### src/rtl/i2c_master_byte.sv
module i2c_master_byte #(
  parameter int RELOAD_W = 7
) (
  input  logic                clk,
  input  logic                rst_n,
  input  logic                en,
  input  logic                go,
  input  logic [2:0]          op,
  input  logic                wr_en,
  input  logic [7:0]          wr_data,
  input  logic                ack_val,
  input  logic [RELOAD_W-1:0] baud_reload,
  input  logic                irq_clr,
  input  logic                wcol_clr,
  input  logic                scl_i,
  input  logic                sda_i,
  output logic                scl_oe,
  output logic                sda_oe,
  output logic [7:0]          rx_data,
  output logic                ack_stat,
  output logic                busy,
  output logic                st_start,
  output logic                st_stop,
  output logic                irq,
  output logic                wcol,
  output logic                bcol
);
  localparam logic [2:0] OP_START = 3'd0, OP_RSTART = 3'd1, OP_STOP = 3'd2,
                         OP_RECV = 3'd3, OP_ACK = 3'd4;

  typedef enum logic [2:0] {S_IDLE, S_START, S_RSTART, S_STOP, S_BITS} state_t;

  state_t              st;
  logic [1:0]          step;
  logic                half;
  logic [3:0]          bitcnt, nbits;
  logic                is_wr, is_ack;
  logic [7:0]          shreg;
  logic [RELOAD_W-1:0] cnt;

  logic stretch, tick, bus_free, launch_wr, lost_bit;

  assign busy      = (st != S_IDLE);
  assign stretch   = !scl_oe && !scl_i;
  assign tick      = busy && (cnt == '0) && !stretch;
  assign bus_free  = st_stop || !st_start;
  assign launch_wr = wr_en && !go && st_start;
  assign lost_bit  = is_wr && (bitcnt < 4'd8) && !sda_oe && !sda_i;

  always_ff @(posedge clk or negedge rst_n) begin
    if (!rst_n) begin
      st <= S_IDLE;  step <= '0;  half <= 1'b0;  bitcnt <= '0;  nbits <= '0;
      is_wr <= 1'b0;  is_ack <= 1'b0;  shreg <= '0;  cnt <= '0;
      scl_oe <= 1'b0;  sda_oe <= 1'b0;  rx_data <= '0;  ack_stat <= 1'b0;
      st_start <= 1'b0;  st_stop <= 1'b0;  irq <= 1'b0;  wcol <= 1'b0;  bcol <= 1'b0;
    end else if (!en) begin
      st <= S_IDLE;  step <= '0;  half <= 1'b0;  bitcnt <= '0;
      scl_oe <= 1'b0;  sda_oe <= 1'b0;  st_start <= 1'b0;  st_stop <= 1'b0;
    end else begin
      if (irq_clr) begin
        irq  <= 1'b0;
        bcol <= 1'b0;
      end
      if (wcol_clr) wcol <= 1'b0;
      if (wr_en && (busy || go)) wcol <= 1'b1;

      if (tick) cnt <= baud_reload;
      else if (!stretch) cnt <= cnt - RELOAD_W'(1);

      case (st)
        S_IDLE: begin
          cnt <= baud_reload;  step <= '0;  half <= 1'b0;  bitcnt <= '0;
          if (go) begin
            case (op)
              OP_START:  if (bus_free) begin st <= S_START;  sda_oe <= 1'b1; end
              OP_RSTART: if (st_start) begin st <= S_RSTART; sda_oe <= 1'b0; end
              OP_STOP:   if (st_start) begin st <= S_STOP;   sda_oe <= 1'b1; end
              OP_RECV: if (st_start) begin
                st <= S_BITS;  is_wr <= 1'b0;  is_ack <= 1'b0;  nbits <= 4'd8;  sda_oe <= 1'b0;
              end
              OP_ACK: if (st_start) begin
                st <= S_BITS;  is_wr <= 1'b0;  is_ack <= 1'b1;  nbits <= 4'd1;  sda_oe <= !ack_val;
              end
              default: ;
            endcase
          end else if (launch_wr) begin
            st <= S_BITS;  is_wr <= 1'b1;  is_ack <= 1'b0;  nbits <= 4'd9;
            shreg <= wr_data;  sda_oe <= !wr_data[7];
          end
        end

        S_START: if (tick) begin
          scl_oe <= 1'b1;  st <= S_IDLE;  st_start <= 1'b1;  st_stop <= 1'b0;  irq <= 1'b1;
        end

        S_RSTART: if (tick) begin
          step <= step + 2'd1;
          case (step)
            2'd0:    scl_oe <= 1'b0;
            2'd1:    sda_oe <= 1'b1;
            default: begin scl_oe <= 1'b1; st <= S_IDLE; st_start <= 1'b1; irq <= 1'b1; end
          endcase
        end

        S_STOP: if (tick) begin
          step <= step + 2'd1;
          case (step)
            2'd0:    scl_oe <= 1'b0;
            2'd1:    sda_oe <= 1'b0;
            default: begin st <= S_IDLE; st_stop <= 1'b1; st_start <= 1'b0; irq <= 1'b1; end
          endcase
        end

        S_BITS: if (tick) begin
          if (!half) begin
            half   <= 1'b1;
            scl_oe <= 1'b0;
          end else if (lost_bit) begin
            st <= S_IDLE;  half <= 1'b0;  sda_oe <= 1'b0;
            bcol <= 1'b1;  irq <= 1'b1;  st_start <= 1'b0;
          end else begin
            half   <= 1'b0;
            scl_oe <= 1'b1;
            bitcnt <= bitcnt + 4'd1;
            if (is_wr && bitcnt == 4'd8) ack_stat <= sda_i;
            if (!is_wr && !is_ack) shreg <= {shreg[6:0], sda_i};
            if (bitcnt == nbits - 4'd1) begin
              st <= S_IDLE;  irq <= 1'b1;  sda_oe <= 1'b0;
              if (!is_wr && !is_ack) rx_data <= {shreg[6:0], sda_i};
            end else if (is_wr) begin
              sda_oe <= (bitcnt == 4'd7) ? 1'b0 : !shreg[6];
              shreg  <= {shreg[6:0], 1'b0};
            end
          end
        end

        default: st <= S_IDLE;
      endcase
    end
  end
endmodule

### config.mk
export PLATFORM = sky130hd
export DESIGN_NAME = i2c_master_byte
export DESIGN_NICKNAME = d
export VERILOG_FILES = /design/src/rtl/i2c_master_byte.sv
export SDC_FILE = /design/constraint.sdc
export NUM_CORES = 1
export LEC_CHECK = 0
export ABC_AREA = 1
export CORE_MARGIN = 8
export CORE_UTILIZATION = 61
export CTS_BUF_LIST = sky130_fd_sc_hd__clkbuf_8
export CTS_CLUSTER_DIAMETER = 50
export DETAILED_ROUTE_END_ITERATION = 16
export GPL_TIMING_DRIVEN = 0
export PLACE_DENSITY_LB_ADDON = 0.08
export SETUP_SLACK_MARGIN = 0.05
export SKIP_LAST_GASP = 1
export SLEW_MARGIN = 20
export SYNTH_ARGS = -nofsm -noshare
export SYNTH_HDL_FRONTEND = slang
export SYNTH_SLANG_ARGS = --single-unit
### constraint.sdc
create_clock -name clk -period 3.7 [get_ports clk]
set_clock_uncertainty 0.05 [all_clocks]
set_input_delay 0.37 -clock clk [delete_from_list [all_inputs] [get_ports clk]]
set_output_delay 0.37 -clock clk [all_outputs]
set_load 0.05 [all_outputs]
==> impl_metrics.toml <==
[outcome]
outcome = "finished clean"

[clocking]
cts_resized = 0
clk_latency_ns = 0.30
htreeDepth = 2
cts_root_buf = "clkbuf_8"
post_cts_buffers = 0
cts_tree = "yes"
cts_buffers = 5
cts_sinks = 44
clk_pin_slew_ns = 0.09
ctsLongestPathBuffers = 2
hold_buffers = 1

[power]
power.net_switching_uw = 1570
vdd_ir_drop_max_mv = 0.446
clkPwrFrac_pct = 12.3
sw_frac_of_total_pct = 51.8
p_leak_uw = 0.00189
power_frac_comb_pct = 61.8
p_per_area_mw_per_mm2 = 802
power_frac_seq_pct = 25.9
p_int_uw = 1460

[floorplanning]
die_y_um = 87.6
io_pins = 45
start_util_pct = 62.4
core_area_sq_mm = 0.00501
dieArea_sq_mm = 0.00767
rows = 26
die_x_um = 87.6

[routing]
drc = 0
vias = 3100
routed_via_density = 5.40
drt_iter0_drc = 185
ant_nets = 0
totalWireLength_mm = 7.79
drt-pass1-iter-count = 5
wl_per_cell_um = 13.6

[logic_synthesis]
synth-adder-area-share_pct = 2.40
ys_seq_area_share_pct = 35.2
synth_top_family_by_area = "simple AND/OR/NAND/NOR gates"
synthesis.nets = 485
synthSimpleGateAreaFrac_pct = 35.0
ys_ff_latch = 44
syn-cell-area_sq_mm = 0.00312
synth_cell_types = 40
yosys_warnings = 0
synth_compound_area_share_pct = 16.6
synthXorXnorAreaFrac_pct = 1.68
synth_area_per_cell_sq_um = 6.93
syn_inst = 451
yosys-mux-area-fraction_pct = 0

[global_routing]
gr-total-overflow = 0
grt_pass1_wl_mm = 13.5
grt_max_degree = 32
antenna_found_initial = 0
grt_pass1_vias = 2988
grt_use_total_pct = 21.6

[cells_and_area]
fillers = 429
syn_to_final_growth_pct = 20.8
design_area_sq_mm = 0.00377
nets = 537
drive_gt1_share_pct = 11.7
num_antenna_cells = 0

[job]
cap_violations = 0

[timing]
tightestPinTransition_ns = 0.507
relSlewSlack_pct = 66.1
post-route-period-util_pct = 62.7
fin_tns_setup_ns = 0
period_minus_slack_ns = 2.32
setup_viol = 0
rsz0062_at_grt = "false"
clock.fmax_mhz = 431
hold_viol = 0
slew_violations = 0

[worst_setup_path]
cpPeakStageDelay_ns = 0.73
path_cells = "nor2_4 > nand2_4 > clkdlybuf4s50_1"
crit_type = "register to output port"
worstPathMaxFanout = 6
cp-end-kind = "output port"
cp-start-kind = "register"
cp.arrival_ns = 1.90
critical_path_required_ns = 3.28
cp_slowest_cell = "clkdlybuf4s50_1"

[placement]
placed_area_sq_mm = 0.00366
finalWeightedCongestion = 0.919
place_hpwl_mm = 5.94
io_buffers = 43

[hold_path]
min_path_type = "primary input to async pin"
through the flow:
stage	std cells	utilization [%]	power [uW]	hold WS, ns	setup slack (ns)
after floorplan	451	-	2190	0.0244	1.90
after global placement	564	72.7	2580	0.418	0.961
final	574	75.3	3030	0.449	1.38
after CTS	574	75.3	3020	0.451	1.39
after detailed placement	565	73.0	2630	0.248	1.57
after global routing	574	75.3	3310	0.468	1.33
power by group through the flow:
stage	clock network [uW]	registers (uW)	logic [uW]
final	373	784	1870
after global routing	400	801	2110
after detailed placement	0	789	1840
after floorplan	0	836	1360
after CTS	375	779	1860
after global placement	0	781	1800
cell type report:
cell class | count | area (sq um) | area share [%]
Multi-Input combinational cell | 339 | 1740 | 46.0
Sequential cell | 44 | 1100 | 29.2
Timing Repair Buffer | 45 | 455 | 12.1
Inverter | 60 | 230 | 6.10
Tap cell | 70 | 87.6 | 2.32
Clock buffer | 5 | 68.8 | 1.82
Buffer | 8 | 55.1 | 1.46
Clock inverter | 3 | 38.8 | 1.03
cell usage after synthesis, drive strengths merged:
cell type | number | area share, %
nand2 | 141 | 18
nor2 | 61 | 8.3
inv | 60 | 7.4
o21ai | 46 | 8.5
dfrtp | 44 | 35
nand3 | 29 | 5.6
a21oi | 23 | 4.2
buf | 6 | 1.5
ha | 6 | 2.4
nor3 | 5 | 1.1
xor2 | 5 | 1.4
nand3b | 3 | 0.72
o211ai | 3 | 0.72
o22ai | 3 | 0.60
a22oi | 2 | 0.48
a31oi | 2 | 0.40
clkbuf | 2 | 0.24
o31ai | 2 | 0.48
a32o | 1 | 0.32
and3 | 1 | 0.20
nand4 | 1 | 0.68
o2111ai | 1 | 0.48
o21a | 1 | 0.24
o21bai | 1 | 0.24
or2 | 1 | 0.20
xnor2 | 1 | 0.28
critical path, delay by kind of cell, from the launching register on:
| family | cells | cell delay (ns) |
|---|---|---|
| buffers and inverters | 1 | 0.73 |
| flip-flops | 1 | 0.48 |
| AND/OR/NAND/NOR | 2 | 0.39 |
final timing paths:
| check | endpoint | slack (ns) | from | depth (start not counted) |
|---|---|---|---|---|
| setup reg to reg | st_start | 1.79 | cnt[0] | 11 |
| min in group clk | rx_data[1] | 0.45 | rx_data[1] | 2 |
| max in group asynchronous | cnt[2] | 2.67 | rst_n | 3 |
| setup / recovery | busy | 1.38 | st[0] | 3 |
| hold reg to reg | rx_data[1] | 0.45 | rx_data[1] | 2 |
| hold / removal | shreg[5] | 0.45 | rst_n | 2 |
routing by layer:
metal / track usage (%) / wire (um)
met3: 4.60 / 490
met2: 37.5 / 3780
met5: 0 / 0
met1: 26.6 / 3420
met4: 5.00 / 98
flip-flops by register name (all words and copies together) (netlist names), 2 cells and up:
| register | flops |
|---|---|
| st | 3 |
| rx_data | 8 |
| step | 2 |
| nbits | 2 |
| cnt | 7 |
| shreg | 7 |
| bitcnt | 4 |
logic make-up after synthesis:
| logic type | after synthesis |
|---|---|
| and+or+nand+nor | 242 |
| AOI/OAI and AO/OA | 85 |
| buffers and inverters | 68 |
| xor gates and xnor gates | 6 |
| adders and majority gates | 6 |
| DFF | 44 |
layout by cell type (no fill, tap or decap), types with 4 or more instances in the layout:
| master | n |
|---|---|
| a21oi_1 | 19 |
| a21oi_2 | 4 |
| clkbuf_8 | 5 |
| clkdlybuf4s50_1 | 42 |
| dfrtp_1 | 44 |
| ha_1 | 6 |
| inv_1 | 53 |
| inv_2 | 6 |
| nand2_1 | 132 |
| nand2_2 | 6 |
| nand3_1 | 26 |
| nor2_1 | 55 |
| o21ai_0 | 34 |
| o21ai_2 | 9 |
| xor2_1 | 5 |
Note: power is estimated with default switching activity, not from simulation.
